`config.mk`:
```
export PLATFORM = sky130hd
export DESIGN_NAME = sd_card_clkgen
export DESIGN_NICKNAME = d
export VERILOG_FILES = /design/src/rtl/sdclk_pkg.sv /design/src/rtl/sdclk_div_decode.sv /design/src/rtl/sdclk_stable_timer.sv /design/src/rtl/sdclk_phase_gen.sv /design/src/rtl/sd_card_clkgen.sv
export SDC_FILE = /design/constraint.sdc
export NUM_CORES = 1
export LEC_CHECK = 0
export BUFFER_PORTS_ARGS = -buffer_cell sky130_fd_sc_hd__buf_2
export CAP_MARGIN = 15
export CORE_ASPECT_RATIO = 1.4
export CORE_MARGIN = 1
export CORE_UTILIZATION = 55
export CTS_BUF_LIST = sky130_fd_sc_hd__clkbuf_8
export CTS_CLUSTER_SIZE = 12
export DETAILED_ROUTE_END_ITERATION = 12
export GPL_ROUTABILITY_DRIVEN = 0
export PLACE_DENSITY = 0.78
export SYNTH_ARGS = -nofsm -noshare
export SYNTH_HDL_FRONTEND = slang
export SYNTH_SLANG_ARGS = --single-unit
```
`constraint.sdc`:
```
create_clock -name clk -period 3.6 [get_ports clk]
set_input_delay 0.54 -clock clk [delete_from_list [all_inputs] [get_ports clk]]
set_output_delay 0.54 -clock clk [all_outputs]
set_load 0.03 [all_outputs]
```
`src/rtl/sdclk_pkg.sv`:
```
// Shared types for the card clock divider.
// Assumes: nothing beyond IEEE 1800-2017.
package sdclk_pkg;
    // How the divisor field is interpreted.
    typedef enum logic {
        DIV_POW2   = 1'b0,
        DIV_LINEAR = 1'b1
    } div_mode_e;
endpackage

```
`src/rtl/sdclk_div_decode.sv`:
```
// Divisor decoder: chooses the software or preset divisor, then turns it into a
// half-period length in base cycles (0 means pass-through).
// Assumes: the inputs are synchronous to clk; clk/rst_n are used only by the assertions.
module sdclk_div_decode
    import sdclk_pkg::*;
#(
    parameter int SEL_W = 8,
    parameter int UP_W  = 2,
    localparam int DIV_W = SEL_W + UP_W
) (
    input  logic             clk,
    input  logic             rst_n,
    input  div_mode_e        mode_i,
    input  logic [SEL_W-1:0] sel_i,
    input  logic [UP_W-1:0]  up_i,
    input  logic             preset_en_i,
    input  logic [DIV_W-1:0] preset_i,
    output logic [DIV_W-1:0] half_o
);
    logic [DIV_W-1:0] src;
    logic [SEL_W-1:0] top_bit;

    // Pick the divisor source.
    assign src = preset_en_i ? preset_i : {up_i, sel_i};

    // Keep only the most significant set bit of the low field (power-of-two mode).
    for (genvar i = 0; i < SEL_W; i++) begin : g_msb
        if (i == SEL_W - 1) begin : g_top
            assign top_bit[i] = src[i];
        end else begin : g_low
            assign top_bit[i] = src[i] & ~(|src[SEL_W-1:i+1]);
        end
    end

    // Half period: 2^k for bit k in power-of-two mode, N in linear mode.
    always_comb begin
        if (mode_i == DIV_LINEAR) begin
            half_o = src;
        end else begin
            half_o = {{UP_W{1'b0}}, top_bit};
        end
    end

    AST_POW2_ONEHOT: assert property (@(posedge clk) disable iff (!rst_n)
        (mode_i == DIV_POW2) |-> $onehot0(half_o));
    AST_POW2_NO_UPPER: assert property (@(posedge clk) disable iff (!rst_n)
        (mode_i == DIV_POW2) |-> (half_o[DIV_W-1:SEL_W] == '0));
endmodule

```
`src/rtl/sdclk_stable_timer.sv`:
```
// Settling timer: raises the stable flag after STABLE_CYC sampled-high cycles of
// the internal enable, and drops it at once when the enable falls.
// Assumes: STABLE_CYC >= 2.
module sdclk_stable_timer #(
    parameter int STABLE_CYC = 4,
    localparam int CW = $clog2(STABLE_CYC + 1)
) (
    input  logic clk,
    input  logic rst_n,
    input  logic en_i,
    output logic stable_o
);
    logic [CW-1:0] cnt_q;
    logic          done_q;

    // Count enabled cycles and latch completion until the enable drops.
    always_ff @(posedge clk) begin
        if (!rst_n || !en_i) begin
            cnt_q  <= '0;
            done_q <= 1'b0;
        end else if (!done_q) begin
            if (cnt_q == CW'(STABLE_CYC - 1)) begin
                done_q <= 1'b1;
            end else begin
                cnt_q <= cnt_q + 1'b1;
            end
        end
    end

    // Immediate clear when the enable falls.
    assign stable_o = done_q & en_i;

    AST_STABLE_RISE: assert property (@(posedge clk) disable iff (!rst_n)
        $rose(done_q) |-> $past(en_i));
    AST_STABLE_CLEAR: assert property (@(posedge clk) disable iff (!rst_n)
        !$past(en_i) |-> !done_q);
endmodule

```
`src/rtl/sdclk_phase_gen.sv`:
```
// Phase generator: toggles the divided clock every 'half' base cycles, adopts a
// new half length only at a falling boundary, and gates either the divided clock
// or the raw base clock onto the output through falling-edge enable flops.
// Assumes: run_i and target_i change away from the rising edge of clk.
module sdclk_phase_gen #(
    parameter int DIV_W = 10
) (
    input  logic             clk,
    input  logic             rst_n,
    input  logic             run_i,
    input  logic [DIV_W-1:0] target_i,
    output logic             card_clk_o
);
    logic [DIV_W-1:0] act_q;
    logic [DIV_W-1:0] cnt_q;
    logic             div_q;
    logic             byp_gate_q;
    logic             div_gate_q;

    // Half-period counter, divided clock and boundary-aligned divisor load.
    always_ff @(posedge clk) begin
        if (!rst_n) begin
            act_q <= '0;
            cnt_q <= '0;
            div_q <= 1'b0;
        end else if (!run_i || act_q == '0) begin
            act_q <= target_i;
            cnt_q <= '0;
            div_q <= 1'b0;
        end else if (cnt_q == act_q - 1'b1) begin
            cnt_q <= '0;
            div_q <= ~div_q;
            if (div_q) begin
                act_q <= target_i;
            end
        end else begin
            cnt_q <= cnt_q + 1'b1;
        end
    end

    // Output path enables, updated while the base clock is low.
    always_ff @(negedge clk) begin
        if (!rst_n) begin
            byp_gate_q <= 1'b0;
            div_gate_q <= 1'b0;
        end else begin
            byp_gate_q <= run_i && (act_q == '0);
            div_gate_q <= run_i && (act_q != '0);
        end
    end

    // Glitch-free output combine.
    assign card_clk_o = (clk & byp_gate_q) | (div_q & div_gate_q);

    AST_CNT_IN_RANGE: assert property (@(posedge clk) disable iff (!rst_n)
        (act_q != '0) |-> (cnt_q < act_q));
    AST_IDLE_LOW: assert property (@(posedge clk) disable iff (!rst_n)
        !run_i |=> !div_q);
    AST_SWITCH_AT_FALL: assert property (@(posedge clk) disable iff (!rst_n)
        (run_i && $past(run_i) && $past(act_q) != '0 && act_q != $past(act_q))
        |-> (!div_q && $past(div_q)));
    AST_ONE_PATH: assert property (@(posedge clk) disable iff (!rst_n)
        !(byp_gate_q && div_gate_q));
endmodule

```
`src/rtl/sd_card_clkgen.sv`:
```
// Card clock generator top: divisor decode, settling timer and gated phase
// generator. The card clock runs only while card enable and stable are high.
// Assumes: clk is the base clock; all control inputs are synchronous to it.
module sd_card_clkgen #(
    parameter int SEL_W      = 8,
    parameter int UP_W       = 2,
    parameter int STABLE_CYC = 4,
    localparam int DIV_W = SEL_W + UP_W
) (
    input  logic             clk,
    input  logic             rst_n,
    input  logic             ext_mode,
    input  logic [SEL_W-1:0] div_sel,
    input  logic [UP_W-1:0]  div_upper,
    input  logic             preset_en,
    input  logic [DIV_W-1:0] preset_div,
    input  logic             int_clk_en,
    input  logic             card_clk_en,
    output logic             int_clk_stable,
    output logic             card_clk
);
    import sdclk_pkg::*;

    logic [DIV_W-1:0] half_len;
    logic             run;
    div_mode_e        mode;

    // Map the mode pin onto the divisor interpretation.
    assign mode = ext_mode ? DIV_LINEAR : DIV_POW2;

    sdclk_div_decode #(.SEL_W(SEL_W), .UP_W(UP_W)) u_decode (
        .clk         (clk),
        .rst_n       (rst_n),
        .mode_i      (mode),
        .sel_i       (div_sel),
        .up_i        (div_upper),
        .preset_en_i (preset_en),
        .preset_i    (preset_div),
        .half_o      (half_len)
    );

    sdclk_stable_timer #(.STABLE_CYC(STABLE_CYC)) u_stable (
        .clk      (clk),
        .rst_n    (rst_n),
        .en_i     (int_clk_en),
        .stable_o (int_clk_stable)
    );

    // Output may run only with both enables satisfied.
    assign run = card_clk_en & int_clk_stable;

    sdclk_phase_gen #(.DIV_W(DIV_W)) u_phase (
        .clk        (clk),
        .rst_n      (rst_n),
        .run_i      (run),
        .target_i   (half_len),
        .card_clk_o (card_clk)
    );
endmodule

```
=== Yosys cells after proc, flatten, opt, wreduce, memory -nomap -nowiden ===
Index checks and enable logic that the tools add are counted.

* Flip-flop bits (word level): 27
* Latch bits: 0
* Memory bits (writable): 0
* ROM bits: 0
* Input port bits: 26
* Output and inout bits: 2
* Logic and storage cells: 64
* Memories kept: 0

* Add/sub/neg operators: 3
* Multipliers: 0
* Div/mod/pow operators: 0
* Order comparisons: 0
* Equal/unequal tests: 2
* Shift operators: 0
* Muxes and demuxes: 8
* Bitwise logic cells: 23
* Reduce and logical (&&, ||, !) cells: 21

{| class="wikitable"
|+ Operator list
! kind !! count
|-
| 10-bit 2-to-1 mux || 5
|-
| 1-bit bitwise AND || 11
|-
| 1-bit NOT || 11
|-
| 10-bit by 1-bit adder with 10-bit output, second input constant || 1
|-
| 10-bit equality test || 1
|-
| 10-bit zero test || 1
|-
| 10-bit nonzero test || 1
|-
| 10-bit by 1-bit subtractor with 10-bit output, second input constant || 1
|-
| 7-bit OR reduction || 1
|-
| 3-bit OR reduction || 2
|-
| 6-bit OR reduction || 1
|-
| 5-bit OR reduction || 1
|-
| 2-bit AND reduction || 2
|-
| 2-bit nonzero test || 2
|-
| 2-bit OR reduction || 2
|-
| 4-bit OR reduction || 1
|-
| 3-bit by 1-bit adder with 3-bit output, second input constant || 1
|-
| 3-bit by 2-bit equality test with 1-bit output, second input constant || 1
|-
| 1-bit zero test || 3
|-
| 1-bit 2-to-1 mux || 3
|-
| 1-bit logical AND || 2
|-
| 1-bit logical OR || 2
|-
| 1-bit OR || 1
|}

=== Longest topological paths before layout ===
* Word-level depth: 8
* Mapped depth: 10
* Mapped depth without buffers: 8

=== Hierarchy ===
From an unflattened synthesis, not the netlist that was laid out.

* Cells, all modules: 210
* Area, all modules: 1,715.4 sq um

{| class="wikitable"
|+ By module, submodules not included
! module !! instances !! cells an instance !! area an instance (sq um) !! sequential area each (sq um)
|-
| sdclk_phase_gen || 1 || 152 || 1,287.5 || 460.4
|-
| sdclk_div_decode || 1 || 37 || 242.7 || 0.0
|-
| sdclk_stable_timer || 1 || 20 || 178.9 || 80.1
|-
| sd_card_clkgen || 1 || 1 || 6.3 || 0.0
|}

==> flow_summary.toml <==
[synthesis]
synth-seq-cells = 27
synth_compound_area_frac = 0.146
syn_nets = 230
synth_area_per_cell_um2 = 8.46
synth-adder-area-share = 0.0296
synth.area.mux_share = 0.109
ys_top_cells_by_count = "dfxtp_1, nand2_1, nor2_1, xnor2_1, mux2i_1"
synth_area_um2 = 1690
synth_top_family_by_area = "simple AND/OR/NAND/NOR gates"
ys_seq_area_frac = 0.319
synth_top_area_frac = 0.319
synthTopCellsByArea = "dfxtp_1, mux2i_1, xnor2_1"
synthFlopType = "dfxtp_1"
yosys.cell_count.top_type = "dfxtp_1"
yosysTopAreaCell = "dfxtp_1"
yosysWarnings = 0
synthCells = 200
synth_xor_xnor_area_share = 0.114
synthSimpleGateAreaFrac = 0.231
async_flop_share = 0
netlist-cell-type-count = 44
synth_edf_count = 0

[pwr]
p_leak_nw = 0.751
power_per_cell_area_nw_per_um2 = 360
peakVddDrop_v = 0.000222

[grt]
grt_usage = 0.219
grt_pass1_vias = 1343
grt-ovfl-total = 0
grt_pass1_wl_um = 5490
antenna_found_initial = 0
grt_max_degree = 19

[outcome]
status = "finished clean"

[layout]
syn_to_final_growth_pct = 14.6
insertedDiodeCount = 0
fin_area_um2 = 1940
nNetsFinal = 259
fin_util = 0.667
drive_gt1_frac = 0.211

[timing]
setup_slack_ps = 147
hold_slack_ps = 474
tightest_slew_ps = 461
setup_tns_ps = 0
rsz0062_at_grt = "false"
hold_violations = 0
finClkSkew_ps = 77.1
slew_headroom = 0.693
setup_viol = 0
drv_slew = 0

[routing]
vias = 1417
viasPerCell = 5.35
wl_per_cell_um = 11.7
first_iter_violations = 26
firstDrtPassIters = 4
wirelength_um = 3090
route.detailed.drc = 0
ant_nets = 0

[critical_path]
crit_fanout = 1
worstSetupEndpointType = "output pin"
crit_type = "flip-flop to output pin"
cp.arrival_ps = 2910
r2r_slack_ps = 280
cp.required_ps = 3060
cp-start-kind = "flip-flop"

[job]
drv_cap = 0

[placement]
place_ws_ps = 217
io_buffers = 27
hpwl_um = 2460
dpl-instance-area_um2 = 1840

[die]
die_y_um = 67.6
coreArea_um2 = 2910
start_util = 0.582
die_w_um = 48.9
ios = 28
rows = 23
fp.dieArea_um2 = 3310

[clock_tree]
cts_hold_buf = 0
cts_setup_buffers = 0
clk_pin_slew_ps = 90
clkLatencyLatePin_ps = 460
cts_resized = 0
cts_tree = "done"

[worst_hold_path]
hp-class = "input port to flip-flop"
[critical path, stage by stage (launching register included)]
cell	delay, ps
dfxtp_1	290
a22o_1	190
buf_2	170
[where the power goes]
part | leakage [nW] | switching (mW) | total (mW) | internal, mW
logic | 0.465 | 0.0573 | 0.110 | 0.0525
registers | 0.219 | 0.00887 | 0.315 | 0.306
clock network | 0.0666 | 0.120 | 0.274 | 0.154
[flip-flops by register name, indices dropped and copies added, names as in the netlist]
signal / cells
u_phase.byp_gate_q: 1
u_stable.done_q: 1
u_stable.cnt_q: 3
u_phase.div_q: 1
u_phase.act_q: 10
u_phase.cnt_q: 10
u_phase.div_gate_q: 1
[kinds of logic (layout without fill, tap and decap cells)]
family / after synthesis / count (layout)
AOI/OAI and AO/OA: 28 / 28
xor gates and xnor gates: 22 / 22
adders and majority gates: 4 / 4
buffers and inverters: 19 / 47
DFF: 27 / 27
muxes: 18 / 18
and+or+nand+nor: 82 / 82
[placed cells by master (no fill, tap or decap), types with 3 or more instances in the layout]
cell type	n
inv_1	10
clkbuf_8	6
nand3_1	8
o21ai_0	6
nand2b_1	3
nor3_1	5
buf_4	3
a21oi_1	4
ha_1	4
mux2i_1	14
dfxtp_1	27
xnor2_1	15
nor2_1	25
nand2_1	25
buf_2	27
xor2_1	7
mux2_2	4
o211ai_1	3
[per-stage QoR]
| stage | std cells | total power [mW] |
|---|---|---|
| 6_report | 265 | 0.698 |
| 5_1_grt | 265 | 0.734 |
| 4_1_cts | 265 | 0.706 |
| 3_5_place_dp | 257 | 0.436 |
| 3_3_place_gp | 257 | 0.434 |
| 2_1_floorplan | 200 | 0.408 |
[final timing paths]
| check | from | to | depth (start not counted) |
|---|---|---|---|
| max | u_phase.byp_gate_q | card_clk | 2 |
| min reg2reg | u_stable.cnt_q[1] | u_stable.cnt_q[1] | 2 |
| min | int_clk_en | u_stable.cnt_q[1] | 3 |
| max reg2reg | u_phase.act_q[0] | u_phase.div_gate_q | 6 |
[final cells by class]
type	instances	area, um2
clock buffer	7	87.6
clock inverter	3	16.3
fill	251	967
inverter	8	30.0
multi-input combinational	154	1070
sequential	27	541
tap	37	46.3
timing repair buffer	29	153
[metal layers]
layer / GRT usage / vias up / share of wire
met1: 0.219 / 623 / 0.41
li1: - / 746 / -
met2: 0.425 / 37 / 0.53
met3: 0.0360 / 11 / 0.028
met5: 0 / - / 0
met4: 0.132 / 0 / 0.027
No activity file was read; power rests on OpenSTA's default activity.
